===== src/rtl/eeslv_pkg.sv =====
// Shared types and helpers for the two-wire EEPROM slave.
// Assumes the address byte layout: [7:4] fixed nibble, [3:1] strap pins 2..0, [0] read/write.
package eeslv_pkg;

    typedef enum logic [2:0] {
        PH_IDLE  = 3'd0,
        PH_DEV   = 3'd1,
        PH_WADDR = 3'd2,
        PH_WDATA = 3'd3,
        PH_RDATA = 3'd4
    } phase_t;

    localparam logic [3:0] DEV_NIBBLE = 4'b1010;

    // True when an address byte selects this device under the given pin mask.
    function automatic logic dev_hit(input logic [7:0] abyte,
                                     input logic [2:0] strap,
                                     input logic [2:0] pin_mask);
        return (abyte[7:4] == DEV_NIBBLE) &&
               (((abyte[3:1] ^ strap) & pin_mask) == 3'b000);
    endfunction

endpackage


===== src/rtl/eeslv_cond.sv =====
// Bus line conditioner: brings both lines into the clock domain and reports
// clock edges and start/stop conditions as one-cycle pulses.
// Assumes the bus runs much slower than clk (several clk cycles per bus phase).
module eeslv_cond #(
    parameter int SYNC_STAGES = 2
) (
    input  logic clk,
    input  logic rst_n,
    input  logic scl_i,
    input  logic sda_i,
    output logic scl_lvl,
    output logic sda_lvl,
    output logic scl_rise,
    output logic scl_fall,
    output logic start_det,
    output logic stop_det
);
    localparam int DEPTH = SYNC_STAGES + 1;

    logic [DEPTH-1:0] scl_sh;
    logic [DEPTH-1:0] sda_sh;

    // Shift both lines through the synchronizer; idle bus level is high.
    always_ff @(posedge clk) begin
        if (!rst_n) begin
            scl_sh <= '1;
            sda_sh <= '1;
        end else begin
            scl_sh <= {scl_sh[DEPTH-2:0], scl_i};
            sda_sh <= {sda_sh[DEPTH-2:0], sda_i};
        end
    end

    // Decode levels, edges and bus conditions from the last two stages.
    always_comb begin
        scl_lvl   = scl_sh[DEPTH-2];
        sda_lvl   = sda_sh[DEPTH-2];
        scl_rise  = scl_sh[DEPTH-2] & ~scl_sh[DEPTH-1];
        scl_fall  = ~scl_sh[DEPTH-2] & scl_sh[DEPTH-1];
        start_det = scl_sh[DEPTH-2] & scl_sh[DEPTH-1] & sda_sh[DEPTH-1] & ~sda_sh[DEPTH-2];
        stop_det  = scl_sh[DEPTH-2] & scl_sh[DEPTH-1] & ~sda_sh[DEPTH-1] & sda_sh[DEPTH-2];
    end
endmodule


===== src/rtl/eeslv_store.sv =====
// Byte array with a one-page write buffer and a modelled internal write cycle.
// Bytes written land in the buffer; a commit request starts the busy timer when
// the buffer holds data, and the buffer is copied into the array as the timer
// expires. A discard request drops buffered bytes while no cycle is running.
// Assumes MEM_BYTES is a power of two larger than PAGE_BYTES.
module eeslv_store #(
    parameter int MEM_BYTES   = 256,
    parameter int PAGE_BYTES  = 8,
    parameter int BUSY_CYCLES = 600
) (
    input  logic                         clk,
    input  logic                         rst_n,
    input  logic                         wr_en,
    input  logic [$clog2(MEM_BYTES)-1:0] wr_addr,
    input  logic [7:0]                   wr_data,
    input  logic                         commit_req,
    input  logic                         discard_req,
    input  logic [$clog2(MEM_BYTES)-1:0] rd_addr,
    output logic [7:0]                   rd_data,
    output logic                         busy
);
    localparam int ADDR_W = $clog2(MEM_BYTES);
    localparam int OFF_W  = $clog2(PAGE_BYTES);
    localparam int PG_W   = ADDR_W - OFF_W;
    localparam int CNT_W  = $clog2(BUSY_CYCLES + 1);

    logic [7:0]            mem   [MEM_BYTES];
    logic [7:0]            pbuf  [PAGE_BYTES];
    logic [PAGE_BYTES-1:0] pvalid;
    logic [PG_W-1:0]       pbase;
    logic [CNT_W-1:0]      cnt;
    logic                  expire;

    assign expire  = busy && (cnt == CNT_W'(1));
    assign rd_data = mem[rd_addr];

    // Busy timer: loads on a commit with buffered data, counts down to expiry.
    always_ff @(posedge clk) begin
        if (!rst_n) begin
            busy <= 1'b0;
            cnt  <= '0;
        end else if (busy) begin
            if (expire) begin
                busy <= 1'b0;
                cnt  <= '0;
            end else begin
                cnt <= cnt - CNT_W'(1);
            end
        end else if (commit_req && (pvalid != '0)) begin
            busy <= 1'b1;
            cnt  <= CNT_W'(BUSY_CYCLES);
        end
    end

    // Page buffer: collects bytes, clears on expiry or on a discard while idle.
    always_ff @(posedge clk) begin
        if (!rst_n) begin
            pvalid <= '0;
            pbase  <= '0;
            for (int i = 0; i < PAGE_BYTES; i++) pbuf[i] <= 8'h00;
        end else if (expire) begin
            pvalid <= '0;
        end else if (!busy && discard_req) begin
            pvalid <= '0;
        end else if (wr_en && !busy) begin
            pbuf[wr_addr[OFF_W-1:0]]   <= wr_data;
            pvalid[wr_addr[OFF_W-1:0]] <= 1'b1;
            pbase                      <= wr_addr[ADDR_W-1:OFF_W];
        end
    end

    // Array: erased at reset, receives every valid buffered byte on expiry.
    always_ff @(posedge clk) begin
        if (!rst_n) begin
            for (int j = 0; j < MEM_BYTES; j++) mem[j] <= 8'hFF;
        end else if (expire) begin
            for (int k = 0; k < PAGE_BYTES; k++) begin
                if (pvalid[k]) mem[{pbase, OFF_W'(k)}] <= pbuf[k];
            end
        end
    end
endmodule


===== src/rtl/eeslv_link.sv =====
// Bit/byte protocol engine of the slave: receives address and write bytes,
// drives acknowledges, shifts read data out, and keeps the word pointer.
// Data changes only after a detected clock fall; the input is sampled on a clock rise.
// Assumes conditioned inputs from eeslv_cond and combinational read data.
module eeslv_link
    import eeslv_pkg::*;
#(
    parameter int         ADDR_W   = 8,
    parameter int         OFF_W    = 3,
    parameter logic [2:0] PIN_MASK = 3'b111
) (
    input  logic              clk,
    input  logic              rst_n,
    input  logic              sda_lvl,
    input  logic              scl_rise,
    input  logic              scl_fall,
    input  logic              start_det,
    input  logic              stop_det,
    input  logic [2:0]        strap,
    input  logic              busy,
    input  logic [7:0]        rd_data,
    output logic [ADDR_W-1:0] ptr,
    output logic              wr_en,
    output logic [7:0]        wr_data,
    output logic              sda_pull,
    output phase_t            phase,
    output logic [3:0]        bitcnt
);
    logic [7:0] sr;
    logic [7:0] tx;
    logic       is_rd;
    logic       rx_phase;

    assign rx_phase = (phase == PH_DEV) || (phase == PH_WADDR) || (phase == PH_WDATA);

    // Write strobe: a complete data byte at the fall that opens its ack clock.
    always_comb begin
        wr_en   = (phase == PH_WDATA) && scl_fall && (bitcnt == 4'd8) && !start_det && !stop_det;
        wr_data = sr;
    end

    // Main protocol sequencer.
    always_ff @(posedge clk) begin
        if (!rst_n) begin
            phase    <= PH_IDLE;
            bitcnt   <= '0;
            sr       <= '0;
            tx       <= '0;
            ptr      <= '0;
            is_rd    <= 1'b0;
            sda_pull <= 1'b0;
        end else if (stop_det) begin
            phase    <= PH_IDLE;
            bitcnt   <= '0;
            sda_pull <= 1'b0;
        end else if (start_det) begin
            phase    <= PH_DEV;
            bitcnt   <= '0;
            sda_pull <= 1'b0;
        end else if (rx_phase) begin
            if (scl_rise && (bitcnt < 4'd8)) begin
                sr     <= {sr[6:0], sda_lvl};
                bitcnt <= bitcnt + 4'd1;
            end else if (scl_fall && (bitcnt == 4'd8)) begin
                bitcnt <= 4'd9;
                unique case (phase)
                    PH_DEV: begin
                        if (dev_hit(sr, strap, PIN_MASK) && !busy) begin
                            sda_pull <= 1'b1;
                            is_rd    <= sr[0];
                        end else begin
                            phase <= PH_IDLE;
                        end
                    end
                    PH_WADDR: begin
                        ptr      <= sr[ADDR_W-1:0];
                        sda_pull <= 1'b1;
                    end
                    default: begin
                        ptr      <= {ptr[ADDR_W-1:OFF_W], ptr[OFF_W-1:0] + OFF_W'(1)};
                        sda_pull <= 1'b1;
                    end
                endcase
            end else if (scl_fall && (bitcnt == 4'd9)) begin
                bitcnt   <= '0;
                sda_pull <= 1'b0;
                if (phase == PH_DEV && is_rd) begin
                    phase    <= PH_RDATA;
                    tx       <= rd_data;
                    sda_pull <= ~rd_data[7];
                    ptr      <= ptr + ADDR_W'(1);
                end else if (phase == PH_DEV) begin
                    phase <= PH_WADDR;
                end else begin
                    phase <= PH_WDATA;
                end
            end
        end else if (phase == PH_RDATA) begin
            if (scl_rise) begin
                if (bitcnt < 4'd8) begin
                    bitcnt <= bitcnt + 4'd1;
                end else if (bitcnt == 4'd8) begin
                    if (sda_lvl) phase <= PH_IDLE;
                    else         bitcnt <= 4'd9;
                end
            end else if (scl_fall) begin
                if (bitcnt == 4'd9) begin
                    tx       <= rd_data;
                    sda_pull <= ~rd_data[7];
                    ptr      <= ptr + ADDR_W'(1);
                    bitcnt   <= '0;
                end else if (bitcnt == 4'd8) begin
                    sda_pull <= 1'b0;
                end else if (bitcnt != 4'd0) begin
                    sda_pull <= ~tx[6];
                    tx       <= {tx[6:0], 1'b0};
                end
            end
        end
    end
endmodule


===== src/rtl/eeslv_top.sv =====
// Two-wire serial EEPROM slave: conditioner, protocol engine and storage.
// The data output is open-drain: sda_pull_o high means the line is pulled low.
// Assumes MEM_BYTES <= 256 (one word-address byte) and PAGE_BYTES of 8, 16 or 32.
module eeslv_top #(
    parameter int         MEM_BYTES   = 256,
    parameter int         PAGE_BYTES  = 8,
    parameter logic [2:0] PIN_MASK    = 3'b110,
    parameter int         BUSY_CYCLES = 600
) (
    input  logic       clk,
    input  logic       rst_n,
    input  logic       scl_i,
    input  logic       sda_i,
    input  logic [2:0] strap_i,
    output logic       sda_pull_o
);
    import eeslv_pkg::*;

    localparam int ADDR_W = $clog2(MEM_BYTES);
    localparam int OFF_W  = $clog2(PAGE_BYTES);

    logic              scl_s;
    logic              sda_s;
    logic              scl_r;
    logic              scl_f;
    logic              start_d;
    logic              stop_d;
    logic              busy;
    logic              wr_en;
    logic [7:0]        wr_data;
    logic [7:0]        rd_data;
    logic [ADDR_W-1:0] ptr;
    phase_t            phase;
    logic [3:0]        bitcnt;

    eeslv_cond #(.SYNC_STAGES(2)) u_cond (
        .clk       (clk),
        .rst_n     (rst_n),
        .scl_i     (scl_i),
        .sda_i     (sda_i),
        .scl_lvl   (scl_s),
        .sda_lvl   (sda_s),
        .scl_rise  (scl_r),
        .scl_fall  (scl_f),
        .start_det (start_d),
        .stop_det  (stop_d)
    );

    eeslv_link #(
        .ADDR_W   (ADDR_W),
        .OFF_W    (OFF_W),
        .PIN_MASK (PIN_MASK)
    ) u_link (
        .clk       (clk),
        .rst_n     (rst_n),
        .sda_lvl   (sda_s),
        .scl_rise  (scl_r),
        .scl_fall  (scl_f),
        .start_det (start_d),
        .stop_det  (stop_d),
        .strap     (strap_i),
        .busy      (busy),
        .rd_data   (rd_data),
        .ptr       (ptr),
        .wr_en     (wr_en),
        .wr_data   (wr_data),
        .sda_pull  (sda_pull_o),
        .phase     (phase),
        .bitcnt    (bitcnt)
    );

    eeslv_store #(
        .MEM_BYTES   (MEM_BYTES),
        .PAGE_BYTES  (PAGE_BYTES),
        .BUSY_CYCLES (BUSY_CYCLES)
    ) u_store (
        .clk         (clk),
        .rst_n       (rst_n),
        .wr_en       (wr_en),
        .wr_addr     (ptr),
        .wr_data     (wr_data),
        .commit_req  (stop_d),
        .discard_req (start_d),
        .rd_addr     (ptr),
        .rd_data     (rd_data),
        .busy        (busy)
    );
endmodule


===== config.mk =====
export PLATFORM = sky130hd
export DESIGN_NAME = eeslv_top
export DESIGN_NICKNAME = d
export VERILOG_FILES = /design/src/rtl/eeslv_pkg.sv /design/src/rtl/eeslv_cond.sv /design/src/rtl/eeslv_store.sv /design/src/rtl/eeslv_link.sv /design/src/rtl/eeslv_top.sv
export SDC_FILE = /design/constraint.sdc
export NUM_CORES = 2
export LEC_CHECK = 0
export ABC_AREA = 1
export BUFFER_PORTS_ARGS = -buffer_cell sky130_fd_sc_hd__buf_4
export CAP_MARGIN = 20
export CELL_PAD_IN_SITES_DETAIL_PLACEMENT = 1
export CELL_PAD_IN_SITES_GLOBAL_PLACEMENT = 2
export CORE_MARGIN = 2
export CORE_UTILIZATION = 45
export CTS_CLUSTER_SIZE = 28
export DETAILED_ROUTE_END_ITERATION = 10
export PLACE_DENSITY_LB_ADDON = 0.2
export SLEW_MARGIN = 10
export SYNTH_ARGS = -nofsm -noshare
export SYNTH_HDL_FRONTEND = slang
export SYNTH_HIERARCHICAL = 1
export SYNTH_SLANG_ARGS = --single-unit

===== constraint.sdc =====
create_clock -name clk -period 6.4 [get_ports clk]
set_input_delay 0.32 -clock clk [delete_from_list [all_inputs] [get_ports clk]]
set_output_delay 0.32 -clock clk [all_outputs]
set_load 0.1 [all_outputs]

* Yosys cells after proc, flatten, opt, wreduce, memory -nomap -nowiden
Memory sizes are Yosys's and may differ from the RTL's.
Index checks and enable logic that the tools add are counted.
** Cells by class
- Add/subtract/negate cells :: 4
- Multiply operators :: 0
- Div/mod/pow operators :: 0
- Magnitude comparators :: 3
- Equality and inequality tests :: 30
- Shifts and indexed selects :: 0
- Multiplexer cells :: 132
- Bitwise logic cells :: 21
- Reductions and logical operators :: 60
** Operator list (count)
- two-way mux 8 bit :: 26
- two-way mux 7 bit :: 11
- OR reduction 8 bit :: 9
- two-way mux 1 bit :: 66
- two-way mux 4 bit :: 11
- two-way mux 3 bit :: 13
- two-way mux 10 bit :: 3
- AND reduction 11 bit :: 2
- nonzero test 3 bit :: 7
- != test 3 bit, second input constant :: 6
- AND reduction 9 bit :: 2
- != test 4 bit, second input constant :: 4
- one-hot mux 8 bit (2 select lines) :: 1
- logical AND 1 bit :: 15
- AND reduction 7 bit :: 2
- nonzero test 2 bit :: 7
- equality test 4 bit, second input constant :: 3
- != test 4 x 3 -> 1 bit, second input constant :: 3
- NOT 1 bit :: 12
- equality test 10 x 1 -> 1 bit, second input constant :: 1
- != test 2 bit, second input constant :: 5
- AND reduction 10 bit :: 1
- subtractor 10 x 1 -> 10 bit, second input constant :: 1
- adder 8 x 1 -> 8 bit, second input constant :: 1
- 25 further kinds :: 38
** Word-level totals
- Register bits :: 62
- Bits in latches :: 0
- RAM bits :: 2112
- Memory bits (read-only) :: 0
- Input bits :: 7
- Output and inout bits :: 1
- Word-level logic and storage cells :: 267
- Memories kept :: 2
** Memories
- u_store.mem :: words 256, bits a word 8, read ports 1, clocked after memory_dff 0, wr ports 256, RTL line eeslv_store.sv:27 : logic [7:0] mem [MEM_BYTES];
- u_store.pbuf :: words 8, bits a word 8, read ports 8, clocked after memory_dff 0, wr ports 8, RTL line eeslv_store.sv:28 : logic [7:0] pbuf [PAGE_BYTES];

* Depth between registers and ports, before layout
- Word-level depth :: 14
- Depth in mapped cells :: 20
- Gate-level depth less buffers :: 16

* By module
Netlist, hierarchy kept.
** Modules (own cells, without submodules)
- eeslv_store :: instances 1, cells an instance 9948, area an instance 98558.3 µm²
- eeslv_link :: instances 1, cells an instance 324, area an instance 2122.0 µm²
- eeslv_cond :: instances 1, cells an instance 27, area an instance 198.9 µm²

* Least setup slack after synthesis
Ideal clock, no wire load.
- Path type :: reg-to-reg
- From :: register u_link.bitcnt[0]
- To :: memory u_store.pbuf[0][0], enable pin
- Data arrival time :: 2.492 ns
- Setup slack :: 3.579 ns
- Cell stages (with the launch flop) :: 15
- Clock period less this slack :: 2.821 ns
- Cells stage by stage :: dfxtp_1 > inv_1 > ha_1 > inv_1 > nor2_2 > nand3_2 > inv_1 > nand3_1 > nor3_1 > inv_1 > nor2_2 > nand2_1 > nor2_1 > nand2_1 > nand2_1
** RTL lines
- start: declaration :: RTL line eeslv_link.sv:27 : output logic [3:0] bitcnt
- start signal: assignment :: RTL line eeslv_link.sv:63 : bitcnt <= bitcnt + 4'd1;
- start signal: assignment :: RTL line eeslv_link.sv:101 : bitcnt <= bitcnt + 4'd1;
- end: declaration :: RTL line eeslv_store.sv:28

==> results.py <==
metrics = {
    "outcome": {
        "outcome": "complete, no violations",
    },
    "floorplanning": {
        "start_util_pct": 45.3,
        "die_h_um": 477,
        "core-area_um2": 223000,
        "std_cell_rows": 173,
        "num_io_pins": 8,
        "die_area_um2": 228000,
        "die_w_um": 477,
    },
    "route": {
        "viasPerCell": 6.06,
        "drt_iter0_markers": 11400,
        "ant_nets": 0,
        "drc": 0,
        "wl_per_cell_um": 31.1,
        "drt_wl_total_mm": 413,
        "drtPass1Iterations": 6,
        "vias": 80600,
    },
    "grt": {
        "grtUsageMet2_pct": 55.9,
        "grt_use_met1_pct": 46.9,
        "grt_pass1_vias": 79100,
        "busiest_layer": "met2",
        "grt_pass1_wl_mm": 576,
        "gr-usage-met3_pct": 6.55,
        "grt-ovfl-total": 0,
        "grt.total_usage_pct": 35.6,
        "antenna_found_initial": 30,
        "grt_max_degree": 151,
    },
    "synth": {
        "yosysTopAreaCell": "edfxtp_1",
        "synthTopCellsByArea": "edfxtp_1 63%, nand2_1 16%, nand3_1 10%, nor2_4 2.5%, buf_2 1.5%",
        "ys_types": 43,
        "synth_area_um2": 101000,
        "seq_area_frac_synth_pct": 64.1,
        "yosysWarnings": 6,
        "ys_ff_latch": 2174,
        "avgSynthCellArea_um2": 9.80,
        "synth_top_cell_area_share_pct": 62.9,
        "syn_inst": 10300,
        "syn_nets": 10300,
    },
    "timing": {
        "skew_ns": 0.0381,
        "rsz0062_at_grt": "false",
        "finalHoldViolations": 0,
        "max_slew_margin_pct": 15.5,
        "finalSetupViolCount": 0,
        "setup_slack_ns": 1.99,
        "finalMaxSlewViolations": 0,
        "tns_ns": 0,
        "tightest_slew_ns": 1.27,
        "fin_crit_ns": 4.41,
        "fmax_mhz": 227,
        "fin_crit_sh_pct": 69.0,
    },
    "setup_path": {
        "r2r_start": "u_link/bitcnt[0]",
        "cp-end-kind": "flip-flop",
        "required_ns": 6.96,
        "rr_endpoint": "u_store/pbuf[2][3]",
        "path_max_fanout": 11,
        "worstRegToRegCells": 14,
        "cpMostUsedCell": "inv_1",
        "crit_type": "flip-flop to flip-flop",
        "path_cells": "inv_1 -> ha_1 -> inv_1 -> nor2_2 -> nand3_2 -> inv_1 -> nand3_1 -> nor3_1 -> inv_1 -> nor2_2 -> nand2_1 -> nor2_1 -> nand2_1 -> nand2_1",
        "cp.arrival_ns": 4.98,
        "critPathLaunchType": "flip-flop",
        "crit_family": "simple AND/OR/NAND/NOR gates",
        "r2r_slack_ns": 1.99,
        "cp_slowest_cell": "nor2_1",
        "path_buf_inv": 4,
        "max_stage_delay_ns": 0.63,
    },
    "final_layout": {
        "syn_to_final_growth_pct": 10.0,
        "fin_util_pct": 49.9,
        "register_area_um2": 64700,
        "final_cell_count_no_fill": 13300,
        "drive_above_1_share_pct": 10.1,
        "multi_input_area_um2": 31900,
        "final_cell_area_um2": 111000,
        "final.fill_count": 24700,
        "fin_nets": 10100,
    },
    "clock_network": {
        "cts_setup_buffers": 0,
        "clk_latency_ns": 0.90,
        "cts_made_buffers": 238,
        "htreeDepth": 4,
        "tritoncts": "built",
        "clkSinkCount": 2174,
        "clk_path_buf_depth": 3,
        "clk_pin_slew_ns": 0.06,
        "cts.root.buffer_cell": "clkbuf_16",
    },
    "placement": {
        "portBuffers": 6,
        "gp_congestion": 0.920,
        "placed_area_um2": 103000,
        "post-dp-hpwl_mm": 242,
        "place_ws_ns": 2.07,
        "dp.cells": 12700,
    },
    "pwr": {
        "leakagePower_uw": 0.0345,
        "swShare_pct": 23.4,
        "powerDensity_nw_per_um2": 274,
        "clockPowerShare_pct": 43.0,
        "vdd_drop_max_mv": 0.290,
        "intPower_uw": 23300,
        "p_sw_uw": 7120,
        "seq_power_share_pct": 52.0,
        "p_comb_share_pct": 5.0,
    },
    "job": {
        "maxCapViolations": 0,
    },
    "worst_hold_path": {
        "min_path_cells": 3,
        "min_to": "u_cond/scl_sh[1]",
        "hold_start": "rst_n",
        "min_path_type": "primary input to flip-flop",
    },
}
==> worst max path at each step <==
stage | from | cells past startpoint | to | slack, ns
floorplan | u_link/bitcnt[0] | 14 | u_store/pbuf[0][0] | 3.58
global route | u_link/bitcnt[0] | 14 | u_store/pbuf[5][0] | 1.72
global placement | u_link/bitcnt[0] | 14 | u_store/pbuf[5][6] | 2.10
finish | u_link/bitcnt[0] | 14 | u_store/pbuf[2][3] | 1.99
CTS | u_link/bitcnt[0] | 14 | u_store/pbuf[2][3] | 2.04
detailed placement | u_link/bitcnt[0] | 14 | u_store/pbuf[2][3] | 2.07
==> metrics by stage <==
stage	hold WS, ns	total power, µW
floorplan	0.380	16800
global placement	0.393	17500
detailed placement	0.393	17500
CTS	0.369	30400
global route	0.420	31100
finish	0.386	30400
==> worst min-delay path: stages <==
cell and delay (ns):
dlygate4sd3_1 0.56, buf_8 0.22, nand2_1 0.12
==> routing by layer <==
layer | up-vias | share of wire, %
met3 | 966 | 10
met2 | 4275 | 46
met4 | 4 | 6.0
met1 | 40700 | 38
li1 | 34600 | -
met5 | - | 0.0070
==> area by class of cell <==
type / count / share of cell area [%]
multi-input combinational: 7148 / 28.8
clock inverter: 125 / 0.772
tap: 2975 / 3.35
inverter: 217 / 0.873
sequential: 2174 / 58.3
timing repair buffer: 328 / 2.18
antenna: 5 / 0.0113
clock buffer: 313 / 5.76
==> state kept, by name, summed over array words and instances (netlist names) <==
| name | cells |
|---|---|
| u_store/cnt | 10 |
| u_store/pbuf | 64 |
| u_cond/sda_sh | 3 |
| u_link/wr_data | 8 |
| u_store/pbase | 5 |
| u_link/sda_pull | 1 |
| u_link/is_rd | 1 |
| u_link/ptr | 8 |
| u_link/bitcnt | 4 |
| u_store/mem | 2048 |
| u_store/pvalid | 8 |
| u_store/busy | 1 |
| u_link/phase | 3 |
| u_cond/scl_sh | 3 |
| u_link/tx | 7 |
==> cells in the mapped netlist <==
cell      number
buf_2        299
nor3_1        19
nand2_4        2
clkbuf_1     359
a21oi_1       43
xor2_1         9
nor2_4       228
o22ai_1        2
o21ai_1       58
a311oi_1       1
nand2_2        8
nand3_2        4
xnor2_1        2
inv_4          1
o21bai_1       1
a211oi_1       4
ha_1           7
a21o_1         1
inv_2         58
buf_6         12
nor2_1       189
nand2_1     4248
clkbuf_8       1
o311ai_0       1
nor3b_1        1
clkinv_1       1
inv_1        157
edfxtp_1    2112
o211ai_1       4
dfxtp_1       62
buf_4         37
nor2_2        19
mux2i_1        1
nand3_1     2042
nor3_4         1
o21ai_4        1
nand3b_1       1
nand4_1        5
a221oi_1       1
o21ai_0      235
buf_1         52
nor3_2         8
a21oi_2        2
==> cells in the final DEF (no fill, tap or decap), types with 64 or more instances in the layout <==
cell type	netlist	final
nor2_4	228	228
clkinv_2	0	112
buf_4	37	159
o21ai_0	235	203
nand2_1	4248	4248
clkbuf_16	0	242
buf_2	299	88
inv_1	157	90
clkbuf_1	359	64
edfxtp_1	2112	2112
nand3_1	2042	2042
nor2_1	189	189
o21ai_1	58	90
==> kinds of logic (layout without fill, tap and decap cells) <==
logic type / Yosys count / after routing / share of synthesized area (%)
buffers and inverters: 977 / 983 / 4.25
muxes: 1 / 1 / 0.00992
DFF: 2174 / 2174 / 64.1
adders and majority gates: 7 / 7 / 0.0868
and+or+nand+nor: 6775 / 6775 / 29.7
AOI/OAI and AO/OA: 354 / 354 / 1.81
other: 0 / 5 / 0
xor gates and xnor gates: 11 / 11 / 0.0955
==> power groups by stage <==
stage                     clock, µW  combinational [µW]  sequential [µW]
after detailed placement          0                1410            16100
after CTS                     13200                1420            15800
after global routing          13700                1540            15800
final                         13100                1510            15800
after global placement            0                1370            16100
after floorplan                   0                 708            16100
==> what timing repair did <==
item	4_1_cts	5_1_grt
gates resized for setup	0	0
endpoints found under the hold margin	13	0
hold buffers	7	0
Note: power is estimated with default switching activity, not from simulation.
